`src/rtl/qd_pkg.sv`:
```
package qd_pkg;
  typedef enum logic {
    PATH_NORMAL = 1'b0,
    PATH_WRAP   = 1'b1
  } qd_path_e;

  typedef struct packed {
    logic n;
    logic v;
    logic h;
    logic z;
  } qd_flags_t;
endpackage

```
`src/rtl/qd_classify.sv`:
```
module qd_classify #(
  parameter int W = 8
) (
  input  logic [W-1:0]      hi,
  input  logic [W-1:0]      dv,
  output logic              half_ge,
  output logic              full_ge,
  output qd_pkg::qd_path_e  path
);
  localparam int NIB = W / 2;

  always_comb begin
    half_ge = (hi[NIB-1:0] >= dv[NIB-1:0]);
    full_ge = (hi >= dv);
    path    = ({1'b0, hi} >= {dv, 1'b0}) ? qd_pkg::PATH_WRAP : qd_pkg::PATH_NORMAL;
  end
endmodule

```
`src/rtl/qd_prep.sv`:
```
module qd_prep #(
  parameter int W = 8
) (
  input  logic [W-1:0]      hi,
  input  logic [W-1:0]      lo,
  input  logic [W-1:0]      dv,
  input  qd_pkg::qd_path_e  path,
  output logic [2*W-1:0]    num,
  output logic [W:0]        den
);
  logic [2*W-1:0] raw;
  logic [2*W-1:0] shifted_dv;

  always_comb begin
    raw        = {hi, lo};
    shifted_dv = {dv[W-2:0], {(W+1){1'b0}}};
    if (path == qd_pkg::PATH_WRAP) begin
      num = raw - shifted_dv;
      den = {1'b1, {W{1'b0}}} - {1'b0, dv};
    end else begin
      num = raw;
      den = {1'b0, dv};
    end
  end
endmodule

```
`src/rtl/qd_core.sv`:
```
module qd_core #(
  parameter int W = 8
) (
  input  logic           clk,
  input  logic           rst_n,
  input  logic           load,
  input  logic           step,
  input  logic [2*W-1:0] num,
  input  logic [W:0]     den,
  output logic [W-1:0]   quot,
  output logic [W-1:0]   rem
);
  logic [W:0] part;
  logic [W:0] shq;
  logic [W:0] dreg;
  logic       live;
  logic       below;
  logic [W:0] cat;
  logic [W:0] diff;

  always_comb begin
    below = ({part, shq[W]} < {1'b0, dreg});
    cat   = {part[W-1:0], shq[W]};
    diff  = cat - dreg;
  end

  always_ff @(posedge clk or negedge rst_n) begin
    if (!rst_n) begin
      part <= '0;
      shq  <= '0;
      dreg <= '0;
      live <= 1'b0;
    end else if (load) begin
      part <= {2'b00, num[2*W-1:W+1]};
      shq  <= num[W:0];
      dreg <= den;
      live <= 1'b1;
    end else if (step) begin
      part <= below ? cat : diff;
      shq  <= {shq[W-1:0], ~below};
    end
  end

  assign quot = shq[W-1:0];
  assign rem  = part[W-1:0];

  // restoring invariant, partial remainder stays below the divisor
  a_r3_partial_below: assert property (@(posedge clk) disable iff (!rst_n)
    live |-> (part < dreg));
endmodule

```
`src/rtl/qd_seq.sv`:
```
module qd_seq #(
  parameter int LAT   = 12,
  parameter int STEPS = 9
) (
  input  logic clk,
  input  logic rst_n,
  input  logic req_valid,
  output logic accept,
  output logic busy,
  output logic step,
  output logic finish
);
  localparam int CW = $clog2(LAT);
  localparam logic [CW-1:0] LAST  = CW'(LAT - 1);
  localparam logic [CW-1:0] NSTEP = CW'(STEPS);

  logic [CW-1:0] cnt;

  always_comb begin
    accept = req_valid && !busy;
    step   = busy && (cnt < NSTEP);
    finish = busy && (cnt == LAST);
  end

  always_ff @(posedge clk or negedge rst_n) begin
    if (!rst_n) begin
      busy <= 1'b0;
      cnt  <= '0;
    end else if (accept) begin
      busy <= 1'b1;
      cnt  <= '0;
    end else if (busy) begin
      busy <= !finish;
      cnt  <= finish ? '0 : cnt + 1'b1;
    end
  end

  // busy persists until the final count
  a_r1_busy_span: assert property (@(posedge clk) disable iff (!rst_n)
    (busy && cnt != LAST) |=> busy);
  // an accepted request starts an operation
  a_r1_accept_busy: assert property (@(posedge clk) disable iff (!rst_n)
    accept |=> (busy && cnt == '0));
  // no acceptance while busy
  a_r9_no_accept_busy: assert property (@(posedge clk) disable iff (!rst_n)
    busy |-> !accept);
endmodule

```
`src/rtl/quirk_div16x8.sv`:
```
module quirk_div16x8 #(
  parameter int W       = 8,
  parameter int LATENCY = 12
) (
  input  logic         clk,
  input  logic         rst_n,
  input  logic         req_valid,
  output logic         req_ready,
  input  logic [W-1:0] req_hi,
  input  logic [W-1:0] req_lo,
  input  logic [W-1:0] req_div,
  output logic         busy,
  output logic         res_valid,
  output logic [W-1:0] res_quot,
  output logic [W-1:0] res_rem,
  output logic         res_n,
  output logic         res_v,
  output logic         res_h,
  output logic         res_z
);
  import qd_pkg::*;

  localparam int STEPS = W + 1;

  logic            accept, step, finish;
  logic            half_ge, full_ge;
  qd_path_e        path_in, path_q;
  logic [2*W-1:0]  num;
  logic [W:0]      den;
  logic [W-1:0]    quot, rem;
  logic [W-1:0]    div_q;
  logic            h_q, v_q;
  logic [W-1:0]    fin_quot, fin_rem;
  qd_flags_t       flags;

  qd_seq #(.LAT(LATENCY), .STEPS(STEPS)) u_seq (
    .clk(clk), .rst_n(rst_n), .req_valid(req_valid),
    .accept(accept), .busy(busy), .step(step), .finish(finish)
  );

  qd_classify #(.W(W)) u_cls (
    .hi(req_hi), .dv(req_div),
    .half_ge(half_ge), .full_ge(full_ge), .path(path_in)
  );

  qd_prep #(.W(W)) u_prep (
    .hi(req_hi), .lo(req_lo), .dv(req_div), .path(path_in),
    .num(num), .den(den)
  );

  qd_core #(.W(W)) u_core (
    .clk(clk), .rst_n(rst_n), .load(accept), .step(step),
    .num(num), .den(den), .quot(quot), .rem(rem)
  );

  assign req_ready = !busy;

  always_ff @(posedge clk or negedge rst_n) begin
    if (!rst_n) begin
      path_q <= PATH_NORMAL;
      div_q  <= '0;
      h_q    <= 1'b0;
      v_q    <= 1'b0;
    end else if (accept) begin
      path_q <= path_in;
      div_q  <= req_div;
      h_q    <= half_ge;
      v_q    <= full_ge;
    end
  end

  always_comb begin
    if (path_q == PATH_WRAP) begin
      fin_quot = ~quot;
      fin_rem  = div_q + rem;
    end else begin
      fin_quot = quot;
      fin_rem  = rem;
    end
    flags.n = fin_quot[W-1];
    flags.v = v_q;
    flags.h = h_q;
    flags.z = (fin_quot == '0);
  end

  always_ff @(posedge clk or negedge rst_n) begin
    if (!rst_n) begin
      res_valid <= 1'b0;
      res_quot  <= '0;
      res_rem   <= '0;
      res_n     <= 1'b0;
      res_v     <= 1'b0;
      res_h     <= 1'b0;
      res_z     <= 1'b0;
    end else begin
      res_valid <= finish;
      if (finish) begin
        res_quot <= fin_quot;
        res_rem  <= fin_rem;
        res_n    <= flags.n;
        res_v    <= flags.v;
        res_h    <= flags.h;
        res_z    <= flags.z;
      end
    end
  end

  // single-cycle pulse, only at the end of a busy span
  a_r2_pulse: assert property (@(posedge clk) disable iff (!rst_n)
    res_valid |=> !res_valid || $past(req_valid));
  a_r2_after_busy: assert property (@(posedge clk) disable iff (!rst_n)
    res_valid |-> ($past(busy) && !busy));
  // results hold between pulses
  a_r10_hold: assert property (@(posedge clk) disable iff (!rst_n)
    !res_valid |-> ($stable(res_quot) && $stable(res_rem) && $stable(res_z)));
  // zero flag agrees with the delivered quotient
  a_r8_zero: assert property (@(posedge clk) disable iff (!rst_n)
    res_valid |-> (res_z == (res_quot == '0)));
endmodule

```
`config.mk`:
```
export PLATFORM = sky130hd
export DESIGN_NAME = quirk_div16x8
export DESIGN_NICKNAME = d
export VERILOG_FILES = /design/src/rtl/qd_pkg.sv /design/src/rtl/qd_classify.sv /design/src/rtl/qd_prep.sv /design/src/rtl/qd_core.sv /design/src/rtl/qd_seq.sv /design/src/rtl/quirk_div16x8.sv
export SDC_FILE = /design/constraint.sdc
export NUM_CORES = 1
export LEC_CHECK = 0
export BUFFER_PORTS_ARGS = -buffer_cell sky130_fd_sc_hd__buf_2
export CORE_AREA = 2 2 93 95
export CTS_CLUSTER_DIAMETER = 120
export DETAILED_ROUTE_END_ITERATION = 6
export DIE_AREA = 0 0 95 97
export PLACE_DENSITY = 0.79
export REMOVE_ABC_BUFFERS = 1
export SETUP_SLACK_MARGIN = 0.15
export SYNTH_ARGS = -nofsm -noshare
export SYNTH_HDL_FRONTEND = slang
export SYNTH_HIERARCHICAL = 1
export SYNTH_SLANG_ARGS = --single-unit
```
`constraint.sdc`:
```
create_clock -name clk -period 3.15 [get_ports clk]
set_clock_uncertainty 0.15 [all_clocks]
set_input_delay 0.945 -clock clk [delete_from_list [all_inputs] [get_ports clk]]
set_output_delay 0.945 -clock clk [all_outputs]
set_load 0.02 [all_outputs]
```
==> After elaboration in Yosys (flattened, before gate mapping) <==
Index checks and enable logic that the tools add are counted.
Widths: inputs -> output; s select.
{ "totals": {"reg_bits": 64, "input_bits": 27, "output_inout_bits": 23, "elab_cells": 52} }
{ "op_classes": {"add_sub_neg": 5, "n_lt_le_gt_ge": 5, "eq_ne": 1, "mux": 15, "n_bitwise": 2, "reduce_logical": 8} }
{ "ops": {"columns": ["cell", "count"], "rows": [
  ["$mux 9", 6],
  ["$mux 16", 1],
  ["$mux 8", 2],
  ["$sub 16x16->16", 1],
  ["$mux 4", 3],
  ["$lt 10x9->1", 1],
  ["$ge 8x9->1", 1],
  ["$sub 9x8->9 const A", 1],
  ["$sub 9x9->9", 1],
  ["$add 8x8->8", 1],
  ["$ge 8x8->1", 1],
  ["$logic_not 8->1", 1],
  ["$not 8->8", 1],
  ["$add 4x1->4 const B", 1],
  ["$eq 4x4->1 const B", 1],
  ["$ge 4x4->1", 1],
  ["$lt 4x4->1 const B", 1],
  ["$reduce_bool 2->1", 2],
  ["$logic_and 1x1->1", 3],
  ["$mux 1", 3],
  ["$logic_not 1->1", 2],
  ["$not 1->1", 1]
]} }

==> Logic depth before layout (Yosys ltp) <==
{ "logic_depth": {"depth_word": 5, "mapped_depth": 14, "depth_no_buf": 14} }

==> Hierarchy <==
The synthesis kept the hierarchy.
{ "by_module_without_submodules": {"columns": ["module", "instances", "cells_per_inst", "area_per_inst_um2", "seq_area_each_um2"], "rows": [
  ["qd_core", 1, 198, 1831.8, 675.6],
  ["quirk_div16x8", 1, 164, 1671.6, 775.7],
  ["qd_prep", 1, 88, 613.1, 0.0],
  ["qd_classify", 1, 45, 361.6, 0.0],
  ["qd_seq", 1, 30, 290.3, 125.1]
]} }

==> Worst setup path after synthesis <==
No wires, ideal clock.
{ "synth_timing": {"path_type": "input to register", "startpoint": "in req_div[6]", "endpoint": "reg u_core.part[6]", "setup_ns": 0.125, "arrival_ns": 3.094, "required_ns": 2.875, "path_slack_ns": -0.220, "stages": 13, "path_buffers": 0, "cell_sequence": "inv_1 ha_1 and4_1 o21ai_0 o22ai_1 or4b_1 o21ai_2 nor3_1 or3b_1 nand2_1 o21ai_0 a31oi_1 o21ai_1"} }
{ "synth_between": {"elab_chain_cells": 4, "word_cells_on_any_way": 5, "cone_classes": "add/sub: 1; order compare: 1; mux: 3"} }
{ "synth_rtl": {"columns": ["item", "line", "source"], "rows": [
  ["from (decl)", "quirk_div16x8.sv:11", "input logic [W-1:0] req_div,"],
  ["$ge 8x9->1", "qd_classify.sv:15", "path = ({1'b0, hi} >= {dv, 1'b0}) ? qd_pkg::PATH_WRAP : qd_pkg::PATH_NORMAL;"],
  ["$mux 1", "qd_classify.sv:15", null],
  ["via path_in", "quirk_div16x8.sv:27", "qd_path_e path_in, path_q;"],
  ["$mux 16", "qd_prep.sv:17", "if (path == qd_pkg::PATH_WRAP) begin"],
  ["via num[15]", "quirk_div16x8.sv:28", "logic [2*W-1:0] num;"],
  ["$mux 9", "qd_core.sv:33", "end else if (load) begin"],
  ["to (signal assigned)", "qd_core.sv:34", "part <= {2'b00, num[2*W-1:W+1]};"],
  ["to (signal assigned)", "qd_core.sv:39", "part <= below ? cat : diff;"],
  ["to (decl)", "qd_core.sv:13", "logic [W:0] part;"]
]} }
The timed path passes the listed nets, and every way through them passes these cells.
A chain may end at the register's enable or synchronous reset.

==> Worst setup path in the final report <==
Ends and elaborated chain as after synthesis.

==> results.cfg <==
[run_status]
status = finished, final reports clean

[floorplanning]
fp.dieArea_um2 = 9220
die_h_um = 97
core_um2 = 8130
die_w_um = 95
row_count = 33
initial_utilization = 0.586
io-pin-count = 50

[power]
total_power_mw = 5.64
powerDensity_nw_per_um2 = 990
ir_drop_mv = 0.349
power_leakage_nw = 2.67

[cells_and_area]
area_growth_pct = 19.4
finish.instance_area_um2 = 5690
nNetsFinal = 660
layout-drive-gt1-share = 0.289
fillers = 601
diodes = 0

[worst_hold_path]
hold_end = res_rem[2]
hold_path.class = reg -> reg
worstHoldStart = res_rem[2]
holdPathStages = 2

[setup_path]
critPathBufInv = 2
rr_startpoint = u_core/shq[8]
setup.worst_path.class = in -> reg
worstSetupStartpointType = input port
crit_start = req_div[6]
crit_slowest_cell = or4b_4
critPathCaptureType = flop
cp_common_cell = o21ai_1
slowest_delay_ps = 510
reg2reg_slack_ps = 350
critPathRequiredTime_ps = 3210
r2r-end = u_core/part[0]
crit_arrival_ps = 3130
r2r_cells = 9
path_cells = buf_8 > inv_6 > ha_4 > and4_1 > o21ai_2 > o22ai_2 > or4b_4 > o21ai_4 > nor3_2 > or3b_1 > nand2_1 > o21ai_1 > a31oi_1 > o21ai_1
cp_max_fo = 3
critPathTopFamily = simple AND/OR/NAND/NOR gates

[grt]
grt_pass1_wl_um = 19000
grt_usage = 0.257
grt_antenna_before_repair = 0
grt_max_degree = 33
grt_overflow = 0
grt_pass1_vias = 4144

[synthesis]
netlist_instances = 525
synth.area.top_cells = dfrtp_1 33%, ha_1 10%, buf_4 4.3%
synth_edf_count = 0
ys_seq_elements = 63
syn_area_um2 = 4770
synthFlopType = dfrtp_1
yosysUniqueCellTypes = 68
ys_top_cells_by_count = 63 x dfrtp_1, 42 x inv_1, 40 x ha_1
synth_warnings = 6
synth_top_area_cell = dfrtp_1
avgSynthCellArea_um2 = 9.08
netlist.area_leader.share = 0.331
ys_seq_area_frac = 0.331
synth_most_common_cell = dfrtp_1
async_reset_ff_frac = 1.00

[detailed_routing]
via_per_inst = 5.80
drtIter0Drc = 212
num_vias = 4063
route.detailed.drc = 0
ant_nets = 0
first_pass_iters = 4
wl_per_cell_um = 16.1
drt-total-wl_um = 11200

[clock_tree]
ctsHoldBuffers = 0
clk_latency_ps = 340
cts_tree = built
ctsLongestPathBuffers = 2
cts.clk_slew.worst_paths_ps = 70
cts-root-buf = clkbuf_8
cts.htree.levels = 3
cts_buffers = 9
cts_num_sinks = 63

[timing]
worst_slew_pin_slew_ps = 773
finalHoldViolations = 0
min_period_ps = 3070
rsz0062_at_grt = true
setup_violations = 0
fin_tns_setup_ps = 0
finalCritPeriodShare = 0.975
slew_viol_final = 0
max_slew_margin = 0.485
holdWs_ps = 369
clock.fmax_mhz = 326
fin_ws_ps = 80.3

[place]
dp_hpwl_um = 8370
gp_congestion = 0.833
placed_area_um2 = 5250
io_buffers = 49
preCtsSetupSlack_ps = -335

[run]
drv_cap = 0
## report_power, final
part	leakage (nW)	total, mW	switching, mW	internal [mW]
Combinational	1.81	3.29	1.77	1.51
Clock	0.102	0.760	0.318	0.443
Sequential	0.749	1.59	0.370	1.22
Total	2.67	5.64	2.46	3.18
## per-stage QoR
stage	instances	util
floorplan	480	-
global placement	682	0.645
detailed placement	682	0.645
CTS	699	0.687
global route	700	0.700
finish	700	0.700
## state kept, by name, summed over array words and instances, names as in the netlist
register / count
u_core/dreg: 9
u_core/part: 9
u_core/shq: 9
div_q: 8
res_quot: 8
res_rem: 8
u_seq/cnt: 4
h_q: 1
path_q: 1
res_h: 1
res_v: 1
res_valid: 1
res_z: 1
u_seq/busy: 1
v_q: 1
## worst max-delay path by stage
stage	to	slack, ps	cells after the start
final	u_core/part[6]	80	14
after CTS	u_core/part[6]	150	12
after floorplan	u_core/part[0]	-780	3
after global placement	u_core/part[6]	-260	15
after global routing	u_core/part[6]	-30	14
after detailed placement	u_core/part[6]	-340	15
## worst min-delay path: stages (launching register included)
cell and delay, ps:
dfrtp_1 340, nor2_1 40, a21oi_1 100
## kinds of logic after synthesis
logic type / synth area share
simple gates: 0.153
compound gates: 0.194
flops: 0.331
xor+xnor: 0.0367
mux: 0.0753
fa+ha+maj: 0.118
buf+inv: 0.0929
## routing by layer
layer	GRT usage	up-vias	share of wire
met2	0.421	128	0.51
met4	0.128	0	0.028
met1	0.328	1945	0.42
li1	-	1961	-
met5	0	-	0
met3	0.0366	29	0.042
## layout make-up
cell class              count  area (um^2)  share of cell area
inverters                  43          175              0.0308
well taps                 105          131              0.0231
clock inverters             6         85.1              0.0149
repair buffers             99          699               0.123
clock buffers              10          128              0.0224
flip-flops and latches     63         1580               0.277
multi-input cells         374         2900               0.509
## timing repair
action / 4_1_cts / 5_1_grt
pin swaps: 12 / 13
endpoints found under the setup margin: 1 / 8
resized for setup: 26 / 25
setup buffers: 1 / 1
## placed cells by master (no fill, tap or decap), types with 3 or more instances in the layout
master | synthesis | layout
mux2_2 | 15 | 15
nand2_1 | 37 | 36
clkbuf_8 | 0 | 9
o31ai_1 | 4 | 4
or4_1 | 3 | 3
and3_1 | 6 | 6
a21oi_1 | 33 | 32
xor2_1 | 5 | 5
buf_4 | 27 | 49
nand2b_1 | 10 | 9
o21ai_2 | 4 | 5
ha_4 | 0 | 5
inv_1 | 42 | 35
clkinvlp_4 | 0 | 3
nor2b_1 | 12 | 11
nor2_1 | 28 | 28
a31oi_1 | 3 | 3
or3_1 | 4 | 4
nand3_1 | 9 | 8
a211oi_1 | 6 | 5
inv_2 | 0 | 4
nor3b_1 | 7 | 6
dfrtp_1 | 63 | 63
xnor2_1 | 15 | 15
a21o_1 | 8 | 8
o2111ai_1 | 3 | 3
mux2i_1 | 19 | 19
nor3_1 | 8 | 7
buf_6 | 1 | 9
o21ai_1 | 4 | 5
ha_1 | 40 | 34
o21ai_0 | 39 | 36
buf_2 | 2 | 39
o21a_1 | 7 | 7
(Power assumes the default switching activity.)
